[config.mk]
export PLATFORM = sky130hd
export DESIGN_NAME = tcm_exec
export DESIGN_NICKNAME = d
export VERILOG_FILES = /design/src/rtl/tcm_pkg.sv /design/src/rtl/tcm_regfile.sv /design/src/rtl/tcm_decode.sv /design/src/rtl/tcm_flag_alu.sv /design/src/rtl/tcm_exec.sv
export SDC_FILE = /design/constraint.sdc
export NUM_CORES = 2
export LEC_CHECK = 0
export BUFFER_PORTS_ARGS = -buffer_cell sky130_fd_sc_hd__buf_2
export CAP_MARGIN = 40
export CORE_MARGIN = 10
export CORE_UTILIZATION = 60
export CTS_BUF_LIST = sky130_fd_sc_hd__clkbuf_2
export DETAILED_ROUTE_END_ITERATION = 10
export PLACE_DENSITY = 0.77
export SKIP_LAST_GASP = 1
export SYNTH_ARGS = -nofsm -noshare
export SYNTH_HDL_FRONTEND = slang
export SYNTH_HIERARCHICAL = 1
export SYNTH_SLANG_ARGS = --single-unit
[constraint.sdc]
create_clock -name clk -period 4.7 [get_ports clk]
set_input_delay 0.94 -clock clk [delete_from_list [all_inputs] [get_ports clk]]
set_output_delay 0.94 -clock clk [all_outputs]
set_load 0.1 [all_outputs]
[src/rtl/tcm_pkg.sv]
package tcm_pkg;

    typedef enum logic [2:0] {
        ST_IDLE,
        ST_OPC,
        ST_BYTE2,
        ST_BYTE3,
        ST_INDIR,
        ST_EXEC
    } state_e;

    // Addressing form of the instruction
    typedef enum logic [2:0] {
        FORM_WW,    // working reg, working reg
        FORM_WIW,   // working reg, indirect working reg
        FORM_RR,    // reg, reg
        FORM_RIR,   // reg, indirect reg
        FORM_RIM,   // reg, immediate
        FORM_BAD
    } form_e;

    typedef struct packed {
        logic c;
        logic z;
        logic s;
        logic v;
        logic d;
        logic h;
    } flags_t;

    localparam logic [7:0] OPC_FIRST = 8'h62;

endpackage

[src/rtl/tcm_regfile.sv]
module tcm_regfile #(
    parameter int DW = 8,
    parameter int AW = 8
) (
    input  logic          clk,
    input  logic          we,
    input  logic [AW-1:0] waddr,
    input  logic [DW-1:0] wdata,
    input  logic [AW-1:0] ra0,
    output logic [DW-1:0] rd0,
    input  logic [AW-1:0] ra1,
    output logic [DW-1:0] rd1,
    input  logic [AW-1:0] ra2,
    output logic [DW-1:0] rd2
);
    localparam int DEPTH = 1 << AW;

    logic [DW-1:0] mem_q [DEPTH];

    always_ff @(posedge clk) begin
        if (we) begin
            mem_q[waddr] <= wdata;
        end
    end

    assign rd0 = mem_q[ra0];
    assign rd1 = mem_q[ra1];
    assign rd2 = mem_q[ra2];

endmodule

[src/rtl/tcm_decode.sv]
module tcm_decode
    import tcm_pkg::*;
#(
    parameter int CNT_W     = 3,
    parameter int CYC_SHORT = 4,
    parameter int CYC_LONG  = 6
) (
    input  logic [7:0]       opcode,
    output form_e            form,
    output logic             legal,
    output logic [CNT_W-1:0] cycles
);
    logic [7:0] rel;

    always_comb begin
        rel    = opcode - OPC_FIRST;
        legal  = 1'b1;
        cycles = CNT_W'(CYC_LONG);
        unique case (rel)
            8'd0: begin
                form   = FORM_WW;
                cycles = CNT_W'(CYC_SHORT);
            end
            8'd1:    form = FORM_WIW;
            8'd2:    form = FORM_RR;
            8'd3:    form = FORM_RIR;
            8'd4:    form = FORM_RIM;
            default: begin
                form  = FORM_BAD;
                legal = 1'b0;
            end
        endcase
    end

endmodule

[src/rtl/tcm_flag_alu.sv]
module tcm_flag_alu
    import tcm_pkg::*;
#(
    parameter int DW = 8
) (
    input  logic [DW-1:0] dst,
    input  logic [DW-1:0] mask,
    input  flags_t        fl_in,
    output flags_t        fl_out
);
    logic [DW-1:0] res;

    always_comb begin
        res      = ~dst & mask;
        fl_out   = fl_in;
        fl_out.z = ~|res;
        fl_out.s = res[DW-1];
        fl_out.v = 1'b0;
    end

endmodule

[src/rtl/tcm_exec.sv]
module tcm_exec
    import tcm_pkg::*;
#(
    parameter int PC_W      = 16,
    parameter int DW        = 8,
    parameter int RF_AW     = 8,
    parameter int CYC_SHORT = 4,
    parameter int CYC_LONG  = 6
) (
    input  logic                clk,
    input  logic                rst_n,
    input  logic                start,
    input  logic [PC_W-1:0]     start_addr,
    output logic [PC_W-1:0]     fetch_addr,
    input  logic [DW-1:0]       fetch_data,
    input  logic [RF_AW/2-1:0]  wr_page,
    input  logic                rf_we,
    input  logic [RF_AW-1:0]    rf_waddr,
    input  logic [DW-1:0]       rf_wdata,
    input  logic [RF_AW-1:0]    obs_addr,
    output logic [DW-1:0]       obs_data,
    input  logic                flag_we,
    input  logic [5:0]          flag_wdata,
    output logic [5:0]          flags,
    output logic                busy,
    output logic                done,
    output logic                illegal
);
    localparam int NIB   = RF_AW / 2;
    localparam int CNT_W = $clog2(CYC_LONG + 1);

    typedef struct packed {
        state_e            st;
        form_e             form;
        logic [PC_W-1:0]   pc;
        logic [CNT_W-1:0]  cyc;
        logic [CNT_W-1:0]  last;
        logic [RF_AW-1:0]  dst_a;
        logic [RF_AW-1:0]  src_a;
        logic [DW-1:0]     imm;
        logic              done;
        logic              illegal;
        flags_t            fl;
    } ctx_t;

    ctx_t ctx_q, ctx_d;

    form_e            dec_form;
    logic             dec_legal;
    logic [CNT_W-1:0] dec_cycles;

    tcm_decode #(
        .CNT_W    (CNT_W),
        .CYC_SHORT(CYC_SHORT),
        .CYC_LONG (CYC_LONG)
    ) decode_i (
        .opcode(fetch_data[7:0]),
        .form  (dec_form),
        .legal (dec_legal),
        .cycles(dec_cycles)
    );

    logic [RF_AW-1:0] ra0, ra1;
    logic [DW-1:0]    rd0, rd1;

    tcm_regfile #(
        .DW(DW),
        .AW(RF_AW)
    ) regfile_i (
        .clk  (clk),
        .we   (rf_we),
        .waddr(rf_waddr),
        .wdata(rf_wdata),
        .ra0  (ra0),
        .rd0  (rd0),
        .ra1  (ra1),
        .rd1  (rd1),
        .ra2  (obs_addr),
        .rd2  (obs_data)
    );

    logic [DW-1:0] mask_val;
    flags_t        alu_fl;

    assign mask_val = (ctx_q.form == FORM_RIM) ? ctx_q.imm : rd1;

    tcm_flag_alu #(
        .DW(DW)
    ) alu_i (
        .dst   (rd0),
        .mask  (mask_val),
        .fl_in (ctx_q.fl),
        .fl_out(alu_fl)
    );

    always_comb begin
        ctx_d         = ctx_q;
        ctx_d.done    = 1'b0;
        ctx_d.illegal = 1'b0;
        ra0           = ctx_q.dst_a;
        ra1           = ctx_q.src_a;
        unique case (ctx_q.st)
            ST_IDLE: begin
                if (start) begin
                    ctx_d.st  = ST_OPC;
                    ctx_d.pc  = start_addr;
                    ctx_d.cyc = CNT_W'(1);
                end
            end
            ST_OPC: begin
                ctx_d.pc   = ctx_q.pc + 1'b1;
                ctx_d.cyc  = ctx_q.cyc + 1'b1;
                ctx_d.form = dec_form;
                ctx_d.last = dec_cycles;
                if (dec_legal) begin
                    ctx_d.st = ST_BYTE2;
                end else begin
                    ctx_d.st      = ST_IDLE;
                    ctx_d.illegal = 1'b1;
                end
            end
            ST_BYTE2: begin
                ctx_d.pc  = ctx_q.pc + 1'b1;
                ctx_d.cyc = ctx_q.cyc + 1'b1;
                unique case (ctx_q.form)
                    FORM_WW, FORM_WIW: begin
                        ctx_d.dst_a = {wr_page, fetch_data[2*NIB-1:NIB]};
                        ctx_d.src_a = {wr_page, fetch_data[NIB-1:0]};
                        ctx_d.st    = (ctx_q.form == FORM_WIW) ? ST_INDIR : ST_EXEC;
                    end
                    FORM_RR, FORM_RIR: begin
                        ctx_d.src_a = fetch_data[RF_AW-1:0];
                        ctx_d.st    = ST_BYTE3;
                    end
                    default: begin
                        ctx_d.dst_a = fetch_data[RF_AW-1:0];
                        ctx_d.st    = ST_BYTE3;
                    end
                endcase
            end
            ST_BYTE3: begin
                ctx_d.pc  = ctx_q.pc + 1'b1;
                ctx_d.cyc = ctx_q.cyc + 1'b1;
                if (ctx_q.form == FORM_RIM) begin
                    ctx_d.imm = fetch_data;
                    ctx_d.st  = ST_EXEC;
                end else begin
                    ctx_d.dst_a = fetch_data[RF_AW-1:0];
                    ctx_d.st    = (ctx_q.form == FORM_RIR) ? ST_INDIR : ST_EXEC;
                end
            end
            ST_INDIR: begin
                ra0         = ctx_q.src_a;
                ctx_d.src_a = rd0[RF_AW-1:0];
                ctx_d.cyc   = ctx_q.cyc + 1'b1;
                ctx_d.st    = ST_EXEC;
            end
            default: begin
                if (ctx_q.cyc == ctx_q.last - 1'b1) begin
                    ctx_d.fl   = alu_fl;
                    ctx_d.done = 1'b1;
                    ctx_d.st   = ST_IDLE;
                end else begin
                    ctx_d.cyc = ctx_q.cyc + 1'b1;
                end
            end
        endcase
        if (flag_we && !ctx_d.done) begin
            ctx_d.fl = flags_t'(flag_wdata);
        end
    end

    always_ff @(posedge clk or negedge rst_n) begin
        if (!rst_n) begin
            ctx_q <= '{st: ST_IDLE, form: FORM_BAD, default: '0};
        end else begin
            ctx_q <= ctx_d;
        end
    end

    assign fetch_addr = ctx_q.pc;
    assign flags      = ctx_q.fl;
    assign busy       = (ctx_q.st != ST_IDLE);
    assign done       = ctx_q.done;
    assign illegal    = ctx_q.illegal;

    // Independent cycle counter and opcode capture for the timing check
    logic [CNT_W-1:0] chk_cnt_q;
    logic [7:0]       chk_opc_q;

    always_ff @(posedge clk or negedge rst_n) begin
        if (!rst_n) begin
            chk_cnt_q <= '0;
            chk_opc_q <= '0;
        end else begin
            if (!busy && start) begin
                chk_cnt_q <= CNT_W'(1);
            end else if (chk_cnt_q != {CNT_W{1'b1}}) begin
                chk_cnt_q <= chk_cnt_q + 1'b1;
            end
            if (busy && chk_cnt_q == CNT_W'(1)) begin
                chk_opc_q <= fetch_data[7:0];
            end
        end
    end

    // completion lands on the form's cycle count
    assert_cycle_count_R4: assert property (@(posedge clk) disable iff (!rst_n)
        done |-> chk_cnt_q == ((chk_opc_q == OPC_FIRST) ? CNT_W'(CYC_SHORT) : CNT_W'(CYC_LONG)));

    assert_done_pulse_R12: assert property (@(posedge clk) disable iff (!rst_n)
        done |=> !done);

    assert_keep_cdh_R3: assert property (@(posedge clk) disable iff (!rst_n)
        done |-> (!flags[2] && flags[5] == $past(flags[5])
                  && flags[1] == $past(flags[1]) && flags[0] == $past(flags[0])));

    assert_illegal_flags_R11: assert property (@(posedge clk) disable iff (!rst_n)
        (illegal && !$past(flag_we)) |-> flags == $past(flags));

    assert_excl_pulse_R11: assert property (@(posedge clk) disable iff (!rst_n)
        $onehot0({done, illegal}));

    assert_illegal_idle_R11: assert property (@(posedge clk) disable iff (!rst_n)
        illegal |-> !busy);

endmodule

# --- Yosys cells after proc, flatten, opt, wreduce, memory -nomap -nowiden ---
# Memories as Yosys holds them, arrays and structs flattened.
# Index checks and enable logic that the tools add are counted.
totals:
  ram_bits: 2048
  regBits: 60
  in_bits: 63
  output_inout_bits: 33
  n_memories: 1
op_classes:
  bitwise: 2
  mux: 31
  n_eq_ne: 19
  n_addsub: 4
  n_reduce_logical: 26
memory_table:
  columns: ["memory", "depth", "word_bits", "read_ports", "rd_clocked_by_memory_dff", "write_ports", "line", "source"]
  rows:
  - ["regfile_i.mem_q", 256, 8, 3, 0, 1, "tcm_regfile.sv:18", "logic [DW-1:0] mem_q [DEPTH];"]
ops:
  columns: ["operator", "n"]
  rows:
  - ["case mux 8 bit (2 select lines)", 4]
  - ["case mux 16 bit (2 select lines)", 1]
  - ["case mux 3 bit (5 select lines)", 2]
  - ["2-to-1 mux 8 bit", 3]
  - ["2-to-1 mux 19 bit", 1]
  - ["adder 16 x 1 -> 16 bit, second input constant", 1]
  - ["== test 8 x 2 -> 1 bit, second input constant", 2]
  - ["== test 3 x 2 -> 1 bit, second input constant", 4]
  - ["2-to-1 mux 3 bit", 4]
  - ["AND reduction 2 bit", 6]
  - ["2-to-1 mux 1 bit", 10]
  - ["2-to-1 mux 5 bit", 2]
  - ["OR reduction 5 bit", 2]
  - ["AND 8 bit", 1]
  - ["== test 8 x 1 -> 1 bit, second input constant", 1]
  - ["== test 8 x 3 -> 1 bit, second input constant", 1]
  - ["logical NOT 8 bit", 1]
  - ["NOT 8 bit", 1]
  - ["nonzero test 2 bit", 4]
  - ["OR reduction 8 bit", 1]
  - ["subtractor 8 x 7 -> 8 bit, second input constant", 1]
  - ["== test 3 x 1 -> 1 bit, second input constant", 2]
  - ["== test 3 bit, second input constant", 2]
  - ["logical NOT 3 bit", 2]
  - ["18 further kinds", 23]

# --- Logic depth before layout (Yosys ltp) ---
# An unclocked memory read counts as a cell.
depth:
  ltp_word: 10
  mapped_depth: 21
  mapped_depth_nobuf: 15

# --- Hierarchy ---
# Netlist, hierarchy kept.
modules_own_cells:
  columns: ["module", "area_each_um2", "n_inst", "seq_area_each_um2", "cells_per_inst"]
  rows:
  - ["tcm_regfile", 113811.7, 1, 61499.0, 6625]
  - ["tcm_exec", 3487.1, 1, 1503.9, 345]
  - ["tcm_decode", 182.7, 1, 0.0, 27]
  - ["tcm_flag_alu", 111.4, 1, 0.0, 17]

# --- Least setup slack after synthesis ---
# OpenSTA, ideal clock, no wires.
synth_path:
  path_type: "input-to-output"
  startpoint: "in obs_addr[0]"
  endpoint: "out obs_data[3]"
  setup_slack_ps: -1810
  t_arrival_ps: 5570
  path_buffers: 5
  cell_stages: 11
  cell_sequence: "buf_4 > buf_6 > buf_6 > buf_6 > buf_4 > mux2i_1 > o221ai_1 > o21ai_0 > a211oi_1 > nor4_1 > nor4b_1"
synth_via:
  elab_chain_len: 1
synth_rtl:
  columns: ["item", "line", "source"]
  rows:
  - ["from (decl)", "tcm_exec.sv:20", "input logic [RF_AW-1:0] obs_addr,"]
  - ["memory read (256 x 8 bit)", null, null]
  - ["to (decl)", "tcm_exec.sv:21", "output logic [DW-1:0] obs_data,"]
# No other way between the ends.

==> results_dict.tcl <==
set metrics [dict create \
    status "finished, violations left" \
    violations "setup timing" \
    fin_crit_ns 5.631 \
    finalNetCount 8294 \
    cp-start-kind "flip-flop" \
    syn_area_um2 117600 \
    synth_common_cells "edfxtp_1, mux4_2, mux2i_1, nor2_1, a21oi_1" \
    cts_buffer_depth 4 \
    rsz0062_at_grt "true" \
    gr-usage-all-layers_pct 42.10 \
    core_area_um2 195000 \
    drc 0 \
    crit_cells 9 \
    grt_pass1_wl_mm 642.1 \
    dr.first_iter.drc_count 16290 \
    clock_latency_ns 2.05 \
    drt-vias-per-instance 7.769 \
    root_buffer "clkbuf_2" \
    synth_flop_cell "edfxtp_1" \
    yosysWarnings 6 \
    slew_viol_final 0 \
    syn_nets 7081 \
    cp_max_fo 3 \
    syn_avg_cell_area_um2 16.77 \
    clkTransAtPathRegs_ns 0.11 \
    power_leakage_nw 47.20 \
    place_congestion 1.060 \
    final_util_pct 68.97 \
    synth.most_common_cell "edfxtp_1" \
    vias 87370 \
    rows 162 \
    drive_gt1_share_pct 40.94 \
    hp-class "in -> reg" \
    cts_made_buffers 567 \
    synth-seq-area-share_pct 53.58 \
    dp_hpwl_mm 318.3 \
    cp_top_family "compound AO/OA/AOI/OAI gates" \
    start_util_pct 60.31 \
    yosysTopAreaCellShare_pct 52.30 \
    peakVddDrop_mv 0.4760 \
    async_flop_share_pct 2.846 \
    wirelength_mm 459.8 \
    htreeDepth 6 \
    area_growth_pct 14.37 \
    max_freq_mhz 177.6 \
    numPortBuffers 95 \
    cp_slowest_cell "mux4_2" \
    antenna_found_initial 33 \
    firstDrtPassIters 6 \
    synth_seq_cells 2108 \
    cp_slowest_stage_delay_ns 0.55 \
    yosys.area.top_type "edfxtp_1" \
    worstRegToRegCells 16 \
    wl_per_cell_um 40.89 \
    hold_viol 0 \
    tightest_slew_ns 1.470 \
    die_h_um 462.7 \
    setup_violations 9 \
    fp.dieW_um 462.7 \
    synth_edf_count 2048 \
    dieArea_um2 214100 \
    arrival_ns 4.69 \
    crit_chain "mux4_2 > a22o_1 > a221oi_2 > o22ai_4 > a211oi_2 > buf_4 > nor2_1 > o2111a_2 > buf_12" \
    grt_start_max_net_pins 124 \
    cts.sinks 2108 \
    overflow 0 \
    ys_types 99 \
    synth_area_leaders "edfxtp_1, mux4_2, mux2i_1" \
    min_path_cells 2 \
    post-route-period-util_pct 119.8 \
    drv_cap 0 \
    endpoint_kind "output port" \
    cts_tree "yes" \
    cp.required_ns 3.76 \
    skew_ns 0.1452 \
    crit_type "reg -> out" \
    power.density_nw_per_um2 542.5 \
    finalWorstSetupSlack_ns -0.9310 \
    maxSlewHeadroom_pct 1.993 \
    synthCells 7014 \
    n_fill_cell 13000 \
    io_pins 96 \
    antenna_left 0 \
    grt_pass1_vias 85270 \
    timing.hold.ws_ns 0.09773 \
    path_buf_inv 2 \
]
## power by group
group / switching, mW / total, mW / internal (mW)
clock: 7.99 / 13.1 / 5.08
combinational: 22.9 / 38.5 / 15.6
sequential: 0.559 / 21.4 / 20.8
total: 31.5 / 73.0 / 41.5
## cells by family (layout without fill, tap and decap cells)
family	after synthesis	after routing	share of synthesized area (%)
multiplexers	2101	2102	32.07
AO/OA/AOI/OAI	1162	1162	6.958
other	3	25	0.009575
XOR/XNOR	3	3	0.03511
buffers and inverters	697	2282	3.611
AND/OR/NAND/NOR	936	936	3.697
flip-flops	2108	2108	53.58
adder cells (fa/ha/maj)	4	4	0.04256
## sequential cells by signal, indices dropped and copies added (netlist names)
signal / cells
flags: 6
done: 1
ctx_q: 28
illegal: 1
ra1: 8
regfile_i/mem_q: 2048
fetch_addr: 16
## path summary, 6_finish.rpt
kind / slack [ns] / start / end
max: -0.93 / regfile_i/mem_q[95][2] / obs_data[2]
min: 0.1 / rf_wdata[7] / regfile_i/mem_q[128][7]
max reg2reg: -0.03 / ra1[1] / flags[4]
min reg2reg: 0.53 / ctx_q[34] / ctx_q[34]
max in group asynchronous: 3.58 / rst_n / fetch_addr[2]
min in group asynchronous: 0.40 / rst_n / ctx_q[32]
## worst reg2reg max path: cells and delay by family (launching register included)
family                 cells  cell delay (ns)
AND/OR/NAND/NOR            8             2.28
flip-flops                 1             0.64
multiplexers               1             0.18
AO/OA/AOI/OAI              4             0.72
buffers and inverters      3             0.88
## repair_timing
item / in CTS / in global routing
endpoints found under the hold margin: 3290 / 5
hold buffers: 133 / 1
endpoints found under the setup margin: 13 / 11
setup buffers: 39 / 9
pin swaps: 35 / 12
gates cloned: 2 / 0
resized for setup: 113 / 29
## layout by cell type (no fill, tap or decap), drive strengths merged, types with 29 or more instances in the layout
master | netlist | layout
a211oi | 97 | 97
a21oi | 245 | 245
a221oi | 41 | 41
a22o | 40 | 40
a22oi | 70 | 70
buf | 426 | 1171
clkbuf | 244 | 798
clkinv | 2 | 130
dfrtp | 58 | 58
dlygate4sd3 | 0 | 132
edfxtp | 2048 | 2048
inv | 24 | 36
mux2 | 59 | 60
mux2i | 721 | 721
mux4 | 1321 | 1321
nand2 | 178 | 178
nand2b | 29 | 29
nand3 | 65 | 65
nor2 | 384 | 384
nor2b | 40 | 40
nor3 | 107 | 107
o21ai | 114 | 114
o221ai | 235 | 235
o22ai | 153 | 153
## per-stage QoR
stage / total power [mW] / instance area, um2 / TNS (ns) / setup slack, ns / instances
finish: 72.97 / 134500 / -6.350 / -0.9310 / 11250
CTS: 70.93 / 134100 / -6.629 / -0.8887 / 11210
floorplan: 42.91 / 117600 / -0.4213 / -0.4213 / 7014
global route: 74.18 / 134500 / -6.537 / -0.8782 / 11230
detailed placement: 57.67 / 127000 / -4.395 / -0.8236 / 10100
global placement: 57.35 / 126200 / -5.859 / -0.8424 / 9997
## per-layer routing
layer	share of wire, %	vias to the layer above	global-route usage, %
li1	-	33010	-
met1	33	43590	55.18
met4	7.1	40	24.30
met2	42	8974	58.96
met5	0.11	-	0.8241
met3	18	1756	17.90
## final cells by class
| type | instances | area [um2] | share of cell area [%] |
|---|---|---|---|
| Antenna cell | 22 | 55.05 | 0.04093 |
| Sequential cell | 2108 | 63020 | 46.86 |
| Clock buffer | 789 | 3949 | 2.936 |
| Tap cell | 2624 | 3283 | 2.441 |
| Clock inverter | 153 | 898.4 | 0.6680 |
| Inverter | 26 | 110.1 | 0.08187 |
| Timing Repair Buffer | 1314 | 11940 | 8.876 |
| Multi-Input combinational cell | 4210 | 51240 | 38.10 |
Power figures use the tool's default switching activity.
